==> src/rtl/i2c_cmdseq_pkg.sv <==
package i2c_cmdseq_pkg;

    localparam int NQ = 2;

    localparam logic [3:0] OP_SETP   = 4'd1;
    localparam logic [3:0] OP_REPORT = 4'd8;
    localparam logic [3:0] OP_WRITE  = 4'd9;
    localparam logic [3:0] OP_READ   = 4'd10;

    typedef enum logic [1:0] {
        BK_ADDR  = 2'd0,
        BK_WRITE = 2'd1,
        BK_READ  = 2'd2,
        BK_STOP  = 2'd3
    } bus_kind_e;

    typedef enum logic [3:0] {
        S_IDLE,
        S_FETCH,
        S_EXEC,
        S_ADDR,
        S_WNEXT,
        S_WDATA,
        S_RDATA,
        S_STOP,
        S_ABORT
    } seq_state_e;

    function automatic logic [3:0] op_of(input logic [31:0] w);
        return w[3:0];
    endfunction

    function automatic logic [6:0] addr_of(input logic [31:0] w);
        return w[10:4];
    endfunction

    function automatic logic [3:0] len_of(input logic [31:0] w);
        return w[7:4];
    endfunction

    function automatic logic irq_of(input logic [31:0] w);
        return w[8];
    endfunction

endpackage

==> src/rtl/cmdseq_word_fifo.sv <==
module cmdseq_word_fifo #(
    parameter int DEPTH = 16,
    parameter int CNTW  = 5
) (
    input  logic            clk,
    input  logic            rst,
    input  logic            push,
    input  logic [31:0]     din,
    input  logic            pop,
    input  logic            flush,
    output logic [31:0]     head,
    output logic [CNTW-1:0] count
);
    localparam int PW = (DEPTH > 1) ? $clog2(DEPTH) : 1;

    logic [31:0]   mem [DEPTH];
    logic [PW-1:0] wp, rp;
    logic          full, empty, do_push, do_pop;

    function automatic logic [PW-1:0] step(input logic [PW-1:0] p);
        return (p == PW'(DEPTH - 1)) ? '0 : p + PW'(1);
    endfunction

    assign full    = (count == CNTW'(DEPTH));
    assign empty   = (count == '0);
    assign do_push = push && !full && !flush;
    assign do_pop  = pop && !empty && !flush;
    assign head    = mem[rp];

    always_ff @(posedge clk) begin
        if (do_push) begin
            mem[wp] <= din;
        end
    end

    always_ff @(posedge clk) begin
        if (rst || flush) begin
            wp    <= '0;
            rp    <= '0;
            count <= '0;
        end else begin
            if (do_push) wp <= step(wp);
            if (do_pop)  rp <= step(rp);
            count <= count + CNTW'(do_push) - CNTW'(do_pop);
        end
    end

    AST_FIFO_BOUND: assert property (@(posedge clk) disable iff (rst)
        count <= CNTW'(DEPTH));

    AST_FULL_REJECTS: assert property (@(posedge clk) disable iff (rst)
        (full && push && !pop && !flush) |=> (count == $past(count)));

    AST_POP_LOWERS: assert property (@(posedge clk) disable iff (rst)
        (pop && !push && !flush && !empty) |=> (count == $past(count) - CNTW'(1)));

endmodule

==> src/rtl/cmdseq_rd_packer.sv <==
module cmdseq_rd_packer (
    input  logic        clk,
    input  logic        rst,
    input  logic        byte_vld,
    input  logic [7:0]  byte_in,
    input  logic        flush,
    input  logic        drop,
    output logic        word_vld,
    output logic [31:0] word
);
    logic [31:0] acc;
    logic [1:0]  pos;
    logic [31:0] merged;

    always_comb begin
        merged = acc;
        merged[{pos, 3'b000} +: 8] = byte_in;
    end

    assign word_vld = (byte_vld && pos == 2'd3) || (flush && pos != 2'd0);
    assign word     = byte_vld ? merged : acc;

    always_ff @(posedge clk) begin
        if (rst || drop) begin
            acc <= '0;
            pos <= '0;
        end else if (byte_vld) begin
            if (pos == 2'd3) begin
                acc <= '0;
                pos <= '0;
            end else begin
                acc <= merged;
                pos <= pos + 2'd1;
            end
        end else if (flush) begin
            acc <= '0;
            pos <= '0;
        end
    end

    AST_PACK_NO_COLLIDE: assert property (@(posedge clk) disable iff (rst)
        !(byte_vld && flush));

endmodule

==> src/rtl/cmdseq_engine.sv <==
module cmdseq_engine
    import i2c_cmdseq_pkg::*;
#(
    parameter int CNTW        = 7,
    parameter int NUM_MASTERS = 2,
    parameter int MASTER_ID   = 0
) (
    input  logic                       clk,
    input  logic                       rst,
    input  logic [NQ*NUM_MASTERS-1:0]  start_vec,
    input  logic [CNTW-1:0]            run_words,
    input  logic [NQ-1:0][31:0]        q_head,
    input  logic [NQ-1:0][CNTW-1:0]    q_cnt,
    output logic [NQ-1:0]              q_pop,
    output logic [NQ-1:0]              q_flush,
    output logic                       bus_req,
    output bus_kind_e                  bus_kind,
    output logic [7:0]                 bus_wdata,
    output logic                       bus_last,
    input  logic                       bus_ack,
    input  logic                       bus_nack,
    input  logic [7:0]                 bus_rdata,
    output logic                       rb_byte_vld,
    output logic [7:0]                 rb_byte,
    output logic                       rb_flush,
    output logic                       rb_drop,
    output logic [NQ-1:0]              ev_report,
    output logic                       ev_rd_done,
    output logic [NQ-1:0]              ev_nack,
    output logic [NQ-1:0]              ev_err,
    output logic                       busy
);
    seq_state_e               state;
    logic [NQ-1:0]            pend, pend_n, my_start;
    logic [NQ-1:0][CNTW-1:0]  lim_r;
    logic                     act_q, pick;
    logic [CNTW-1:0]          limit, exec_cnt;
    logic [31:0]              cur_word;
    logic [6:0]               addr7;
    logic [3:0]               len_left;
    logic [2:0]               byte_pos;
    logic                     is_read, nack_f, err_f;
    logic                     word_avail;

    always_comb begin
        my_start = '0;
        for (int m = 0; m < NUM_MASTERS; m++) begin
            if (m == MASTER_ID) my_start = my_start | start_vec[m*NQ +: NQ];
        end
    end

    assign pick       = pend[0] ? 1'b0 : 1'b1;
    assign word_avail = (exec_cnt != limit) && (q_cnt[act_q] != '0);
    assign busy       = (state != S_IDLE) || (pend != '0);

    always_comb begin
        pend_n = pend;
        if (state == S_IDLE && pend != '0) pend_n[pick] = 1'b0;
        pend_n = pend_n | my_start;
    end

    always_comb begin
        q_pop       = '0;
        q_flush     = '0;
        bus_req     = 1'b0;
        bus_kind    = BK_STOP;
        bus_wdata   = '0;
        bus_last    = 1'b0;
        rb_byte_vld = 1'b0;
        rb_byte     = bus_rdata;
        rb_flush    = 1'b0;
        rb_drop     = 1'b0;
        case (state)
            S_FETCH: if (word_avail) q_pop[act_q] = 1'b1;
            S_EXEC: if (op_of(cur_word) == OP_READ) begin
                rb_byte_vld = 1'b1;
                rb_byte     = {addr7, 1'b1};
            end
            S_ADDR: begin
                bus_req   = 1'b1;
                bus_kind  = BK_ADDR;
                bus_wdata = {addr7, is_read};
            end
            S_WNEXT: if (byte_pos == 3'd4 && word_avail) q_pop[act_q] = 1'b1;
            S_WDATA: begin
                bus_req   = 1'b1;
                bus_kind  = BK_WRITE;
                bus_wdata = cur_word[{byte_pos[1:0], 3'b000} +: 8];
            end
            S_RDATA: begin
                bus_req     = 1'b1;
                bus_kind    = BK_READ;
                bus_last    = (len_left == 4'd1);
                rb_byte_vld = bus_ack;
            end
            S_STOP: begin
                bus_req  = 1'b1;
                bus_kind = BK_STOP;
                rb_flush = bus_ack && is_read && !nack_f && !err_f;
            end
            S_ABORT: begin
                q_flush[act_q] = 1'b1;
                rb_drop        = 1'b1;
            end
            default: ;
        endcase
    end

    always_ff @(posedge clk) begin
        if (rst) begin
            state      <= S_IDLE;
            pend       <= '0;
            lim_r      <= '0;
            act_q      <= 1'b0;
            limit      <= '0;
            exec_cnt   <= '0;
            cur_word   <= '0;
            addr7      <= '0;
            len_left   <= '0;
            byte_pos   <= '0;
            is_read    <= 1'b0;
            nack_f     <= 1'b0;
            err_f      <= 1'b0;
            ev_report  <= '0;
            ev_rd_done <= 1'b0;
            ev_nack    <= '0;
            ev_err     <= '0;
        end else begin
            ev_report  <= '0;
            ev_rd_done <= 1'b0;
            ev_nack    <= '0;
            ev_err     <= '0;
            pend       <= pend_n;
            for (int q = 0; q < NQ; q++) begin
                if (my_start[q]) lim_r[q] <= run_words;
            end
            case (state)
                S_IDLE: if (pend != '0) begin
                    act_q    <= pick;
                    limit    <= lim_r[pick];
                    exec_cnt <= '0;
                    state    <= S_FETCH;
                end
                S_FETCH: if (word_avail) begin
                    cur_word <= q_head[act_q];
                    exec_cnt <= exec_cnt + CNTW'(1);
                    state    <= S_EXEC;
                end else begin
                    state <= S_IDLE;
                end
                S_EXEC: begin
                    case (op_of(cur_word))
                        OP_SETP: begin
                            addr7 <= addr_of(cur_word);
                            state <= S_FETCH;
                        end
                        OP_REPORT: begin
                            if (irq_of(cur_word)) ev_report[act_q] <= 1'b1;
                            state <= S_FETCH;
                        end
                        OP_WRITE: begin
                            len_left <= len_of(cur_word);
                            byte_pos <= 3'd1;
                            is_read  <= 1'b0;
                            state    <= S_ADDR;
                        end
                        OP_READ: begin
                            len_left <= len_of(cur_word);
                            is_read  <= 1'b1;
                            state    <= S_ADDR;
                        end
                        default: begin
                            err_f <= 1'b1;
                            state <= S_ABORT;
                        end
                    endcase
                end
                S_ADDR: if (bus_ack) begin
                    if (bus_nack) begin
                        nack_f <= 1'b1;
                        state  <= S_STOP;
                    end else if (len_left == '0) begin
                        state <= S_STOP;
                    end else begin
                        state <= is_read ? S_RDATA : S_WNEXT;
                    end
                end
                S_WNEXT: begin
                    if (byte_pos == 3'd4) begin
                        if (word_avail) begin
                            cur_word <= q_head[act_q];
                            exec_cnt <= exec_cnt + CNTW'(1);
                            byte_pos <= 3'd0;
                            state    <= S_WDATA;
                        end else begin
                            err_f <= 1'b1;
                            state <= S_STOP;
                        end
                    end else begin
                        state <= S_WDATA;
                    end
                end
                S_WDATA: if (bus_ack) begin
                    byte_pos <= byte_pos + 3'd1;
                    len_left <= len_left - 4'd1;
                    if (bus_nack) begin
                        nack_f <= 1'b1;
                        state  <= S_STOP;
                    end else if (len_left == 4'd1) begin
                        state <= S_STOP;
                    end else begin
                        state <= S_WNEXT;
                    end
                end
                S_RDATA: if (bus_ack) begin
                    len_left <= len_left - 4'd1;
                    if (len_left == 4'd1) state <= S_STOP;
                end
                S_STOP: if (bus_ack) begin
                    if (nack_f || err_f) begin
                        state <= S_ABORT;
                    end else begin
                        if (is_read) ev_rd_done <= 1'b1;
                        state <= S_FETCH;
                    end
                end
                S_ABORT: begin
                    if (nack_f) ev_nack[act_q] <= 1'b1;
                    else        ev_err[act_q]  <= 1'b1;
                    nack_f  <= 1'b0;
                    err_f   <= 1'b0;
                    is_read <= 1'b0;
                    state   <= S_IDLE;
                end
                default: state <= S_IDLE;
            endcase
        end
    end

    AST_EXEC_BOUND: assert property (@(posedge clk) disable iff (rst)
        (state != S_IDLE) |-> (exec_cnt <= limit));

    AST_BUS_HOLD: assert property (@(posedge clk) disable iff (rst)
        (bus_req && !bus_ack) |=> (bus_req && $stable(bus_kind) && $stable(bus_wdata)));

    AST_ONE_OUTCOME: assert property (@(posedge clk) disable iff (rst)
        $onehot0({ev_nack, ev_err, ev_rd_done}));

endmodule

==> src/rtl/i2c_cmd_sequencer.sv <==
module i2c_cmd_sequencer
    import i2c_cmdseq_pkg::*;
#(
    parameter int Q0_DEPTH    = 64,
    parameter int Q1_DEPTH    = 16,
    parameter int RBUF_DEPTH  = 8,
    parameter int NUM_MASTERS = 2,
    parameter int MASTER_ID   = 0,
    localparam int QMAX       = (Q0_DEPTH > Q1_DEPTH) ? Q0_DEPTH : Q1_DEPTH,
    localparam int CNTW       = $clog2(QMAX + 1),
    localparam int RBW        = $clog2(RBUF_DEPTH + 1)
) (
    input  logic                        clk,
    input  logic                        rst,
    input  logic                        ld_valid,
    input  logic                        ld_sel,
    input  logic [31:0]                 ld_word,
    input  logic [2*NUM_MASTERS-1:0]    start_vec,
    input  logic [CNTW-1:0]             run_words,
    output logic [CNTW-1:0]             q0_words,
    output logic [CNTW-1:0]             q1_words,
    output logic                        bus_req,
    output logic [1:0]                  bus_kind,
    output logic [7:0]                  bus_wdata,
    output logic                        bus_last,
    input  logic                        bus_ack,
    input  logic                        bus_nack,
    input  logic [7:0]                  bus_rdata,
    input  logic                        rd_pop,
    output logic [31:0]                 rd_word,
    output logic [RBW-1:0]              rd_level,
    output logic [1:0]                  ev_report,
    output logic                        ev_rd_done,
    output logic [1:0]                  ev_nack,
    output logic [1:0]                  ev_err,
    output logic                        busy
);
    logic [NQ-1:0][31:0]     q_head;
    logic [NQ-1:0][CNTW-1:0] q_cnt;
    logic [NQ-1:0]           q_pop, q_flush;
    bus_kind_e               kind_w;
    logic                    rb_byte_vld, rb_flush, rb_drop, rb_push;
    logic [7:0]              rb_byte;
    logic [31:0]             rb_word;

    for (genvar g = 0; g < NQ; g++) begin : g_queue
        localparam int D = (g == 0) ? Q0_DEPTH : Q1_DEPTH;
        cmdseq_word_fifo #(.DEPTH(D), .CNTW(CNTW)) u_q (
            .clk   (clk),
            .rst   (rst),
            .push  (ld_valid && (ld_sel == 1'(g))),
            .din   (ld_word),
            .pop   (q_pop[g]),
            .flush (q_flush[g]),
            .head  (q_head[g]),
            .count (q_cnt[g])
        );

        AST_NACK_FLUSHES: assert property (@(posedge clk) disable iff (rst)
            ev_nack[g] |-> (q_cnt[g] == '0));
    end

    assign q0_words = q_cnt[0];
    assign q1_words = q_cnt[1];

    cmdseq_engine #(
        .CNTW        (CNTW),
        .NUM_MASTERS (NUM_MASTERS),
        .MASTER_ID   (MASTER_ID)
    ) u_engine (
        .clk         (clk),
        .rst         (rst),
        .start_vec   (start_vec),
        .run_words   (run_words),
        .q_head      (q_head),
        .q_cnt       (q_cnt),
        .q_pop       (q_pop),
        .q_flush     (q_flush),
        .bus_req     (bus_req),
        .bus_kind    (kind_w),
        .bus_wdata   (bus_wdata),
        .bus_last    (bus_last),
        .bus_ack     (bus_ack),
        .bus_nack    (bus_nack),
        .bus_rdata   (bus_rdata),
        .rb_byte_vld (rb_byte_vld),
        .rb_byte     (rb_byte),
        .rb_flush    (rb_flush),
        .rb_drop     (rb_drop),
        .ev_report   (ev_report),
        .ev_rd_done  (ev_rd_done),
        .ev_nack     (ev_nack),
        .ev_err      (ev_err),
        .busy        (busy)
    );

    assign bus_kind = kind_w;

    cmdseq_rd_packer u_pack (
        .clk      (clk),
        .rst      (rst),
        .byte_vld (rb_byte_vld),
        .byte_in  (rb_byte),
        .flush    (rb_flush),
        .drop     (rb_drop),
        .word_vld (rb_push),
        .word     (rb_word)
    );

    cmdseq_word_fifo #(.DEPTH(RBUF_DEPTH), .CNTW(RBW)) u_rbuf (
        .clk   (clk),
        .rst   (rst),
        .push  (rb_push),
        .din   (rb_word),
        .pop   (rd_pop),
        .flush (1'b0),
        .head  (rd_word),
        .count (rd_level)
    );

endmodule

==> config.mk <==
export PLATFORM = sky130hd
export DESIGN_NAME = i2c_cmd_sequencer
export DESIGN_NICKNAME = d
export VERILOG_FILES = /design/src/rtl/i2c_cmdseq_pkg.sv /design/src/rtl/cmdseq_word_fifo.sv /design/src/rtl/cmdseq_rd_packer.sv /design/src/rtl/cmdseq_engine.sv /design/src/rtl/i2c_cmd_sequencer.sv
export SDC_FILE = /design/constraint.sdc
export NUM_CORES = 2
export LEC_CHECK = 0
export ABC_AREA = 1
export BUFFER_PORTS_ARGS = -buffer_cell sky130_fd_sc_hd__buf_2
export CAP_MARGIN = 5
export CORE_UTILIZATION = 40
export DETAILED_ROUTE_END_ITERATION = 6
export SETUP_SLACK_MARGIN = 0.02
export SYNTH_ARGS = -nofsm -noshare
export SYNTH_HDL_FRONTEND = slang
export SYNTH_SLANG_ARGS = --single-unit
==> constraint.sdc <==
create_clock -name clk -period 4.55 [get_ports clk]
set_clock_uncertainty 0.05 [all_clocks]
set_input_delay 1.1375 -clock clk [delete_from_list [all_inputs] [get_ports clk]]
set_output_delay 1.1375 -clock clk [all_outputs]
set_load 0.05 [all_outputs]
==> metrics.cfg <==
[place]
hpwlAfterDp_um=187000
gp_congestion=0.893
dpl-instance-area_um2=128000
numPortBuffers=125
dp_slack_ps=604

[timing]
period_share=0.954
fmax_mhz=230
slew_headroom=0.189
rsz0062_at_grt=no
period_minus_slack_ps=4340
hold_violations=0
tightest_slew_ps=1220
layout_setup_ws_ps=207
slew_violations=0
setup_viol=0

[cts]
clk_path_buf_depth=4
cts_buffers=317
cts_max_level=5
tritoncts=done
cts-root-buf=clkbuf_16
cts.clk_slew.worst_paths_ps=60
clock_latency_ps=880
cts.sinks=2998
hold_buffers=0

[die]
die_w_um=551
core_um2=300000
die_height_um=551
std_cell_rows=201
die_area_um2=304000
floorplan.initialDensity=0.402
io_pins=128

[global_routing]
grt_overflow=0
grt_start_max_net_pins=183
grtUsageMet2=0.356
grtUsageTotal=0.223
antenna_found_initial=14
top_usage_layer=met2
grt_pass1_wl_um=502000
use_met1=0.304
met3_usage=0.0321
grt_pass1_vias=76200

[pwr]
power_frac_clock=0.342
p_per_area_nw_per_um2=525
leakage_nw=47.0
irDropWorstVdd_uv=435
p_sw_mw=22.9
p_int_mw=49.2
p_sw_frac=0.317
comb_power_share=0.232
p_seq_frac=0.426

[synthesis]
synth_cells=10200
synthTopCellsByArea=edfxtp_1, nand3_1, nand2_1
ys.flop_type=edfxtp_1
synth.top_cell.area_share=0.701
synthArstFlopShare=0
synth-seq-cells=2998
yosysSeqAreaShare=0.731
yosys.area.top_type=edfxtp_1
synth.avg_cell_area_um2=11.8
synth-warning-count=0
synth_fp_nets=10300
synth_edf_count=2816
synth_cell_types=45
syn-cell-area_um2=121000

[layout]
final_common_cell=edfxtp_1
design_area_um2=137000
drive_above_1_share=0.0889
nFillCells=26500
seq_area_um2=88200
nNetsFinal=10400
areaGrowthSynthToFinish_pct=13.9
final_cell_mix=edfxtp_1, nand2_1, nand3_1, nor2_1, o21ai_0
multiInputGateArea_um2=29500

[hold_path]
hold_path.class=flip-flop to flip-flop
min-delay-start=u_engine.err_f$_SDFFE_PP0P_

[setup_path]
endpoint_kind=primary output
timing.rr.start=u_engine.byte_pos[1]$_SDFFE_PP0P_
cp-start-kind=flip-flop
critPathMaxFanout=64
worstSetupPathType=flip-flop to primary output
crit_arrival_ps=3160
critPathRequiredTime_ps=3360

[routing]
antenna_left=0
totalWireLength_um=346000
drtPass1Iterations=6
drt_iter0_markers=9017
routed_via_density=5.58
routedWlPerCell_um=23.9
post-route-drc-count=0
vias=80500

[job]
drv_cap=0

[status]
status=completed

-- power by group through the flow --
stage | combinational [mW] | clock, mW | sequential [mW]
finish | 16.8 | 24.6 | 30.7
global route | 18.3 | 26.0 | 30.7
CTS | 16.7 | 24.9 | 30.7
detailed placement | 16.6 | 0 | 31.3
global placement | 16.3 | 0 | 31.3
floorplan | 11.0 | 0 | 31.3
-- sequential cells by signal, summed over array words and instances, names as in the netlist, 7 cells and up, named ones only --
register / flops
g_queue.u_q.rp: 10
g_queue.u_q.wp: 10
u_pack.acc: 32
u_engine.cur_word: 32
u_engine.exec_cnt: 7
g_queue.u_q.count: 14
u_rbuf.mem: 256
g_queue.u_q.mem: 2560
u_engine.addr7: 7
u_engine.lim_r: 14
u_engine.limit: 7
-- per-stage QoR --
step | instances | total power, mW | TNS, ps | hold WS (ps) | util
global route | 14400 | 75.0 | 0 | 433 | 0.458
global placement | 13900 | 47.6 | 0 | 391 | 0.426
detailed placement | 13900 | 47.9 | 0 | 401 | 0.426
finish | 14400 | 72.1 | 0 | 409 | 0.458
floorplan | 10200 | 42.3 | -5250 | 374 | -
CTS | 14400 | 72.3 | 0 | 408 | 0.458
-- critical path: stages, from the launching register on --
cell and delay [ps]:
dfxtp_2 340, buf_4 630, o21ai_0 210, o22ai_1 200
nor2_1 70, a31oi_1 470, buf_2 370
-- path summary, 6_finish.rpt --
path | cells past startpoint | slack, ps | endpoint
setup / recovery | 6 | 210 | rd_word[25]
hold / removal | 2 | 410 | u_engine.err_f$_SDFFE_PP0P_
setup reg to reg | 17 | 670 | g_queue[1].u_q.count[6]$_SDFF_PP0_
hold reg to reg | 2 | 410 | u_engine.err_f$_SDFFE_PP0P_
-- layer usage --
layer / up-vias / share of wire
li1: 36600 / -
met1: 39900 / 0.41
met2: 3456 / 0.47
met3: 597 / 0.078
met4: 0 / 0.045
met5: - / 0
-- kinds of logic (layout without fill, tap and decap cells) --
kind of cell | count (synthesis) | in the layout | synth area share
DFF | 2998 | 2998 | 0.731
xor gates and xnor gates | 20 | 20 | 0.00145
AOI/OAI and AO/OA | 933 | 933 | 0.0440
other | 0 | 6 | 0
buffers and inverters | 889 | 1181 | 0.0296
and+or+nand+nor | 5296 | 5296 | 0.188
adders and majority gates | 49 | 49 | 0.00527
muxes | 1 | 1 | 0.0000830
-- cell usage after synthesis, types with 11 or more instances --
| master | n |
|---|---|
| o21ai_1 | 13 |
| edfxtp_1 | 2816 |
| a31oi_1 | 44 |
| inv_1 | 216 |
| nand2_1 | 2405 |
| xor2_1 | 11 |
| nand3_1 | 2161 |
| nor2_1 | 682 |
| nand4_1 | 15 |
| o221ai_1 | 94 |
| o21ai_0 | 511 |
| clkbuf_1 | 383 |
| o22ai_1 | 74 |
| buf_2 | 178 |
| o21a_1 | 17 |
| buf_1 | 92 |
| nor3_1 | 15 |
| a21oi_1 | 147 |
| ha_1 | 46 |
| dfxtp_1 | 182 |
-- final cells by class --
class                   count  share of cell area
diodes                      6            0.000109
clock buffers             406              0.0616
clock inverters           141             0.00892
inverters                 234             0.00668
multi-input cells        6299               0.215
flip-flops and latches   2998               0.642
well taps                3958              0.0360
repair buffers            400              0.0296
-- timing repair --
item | in CTS | in global routing
endpoints found under the setup margin | 8 | 0
resized for setup | 1 | 0
setup buffers | 0 | 0
Power figures use the tool's default switching activity.
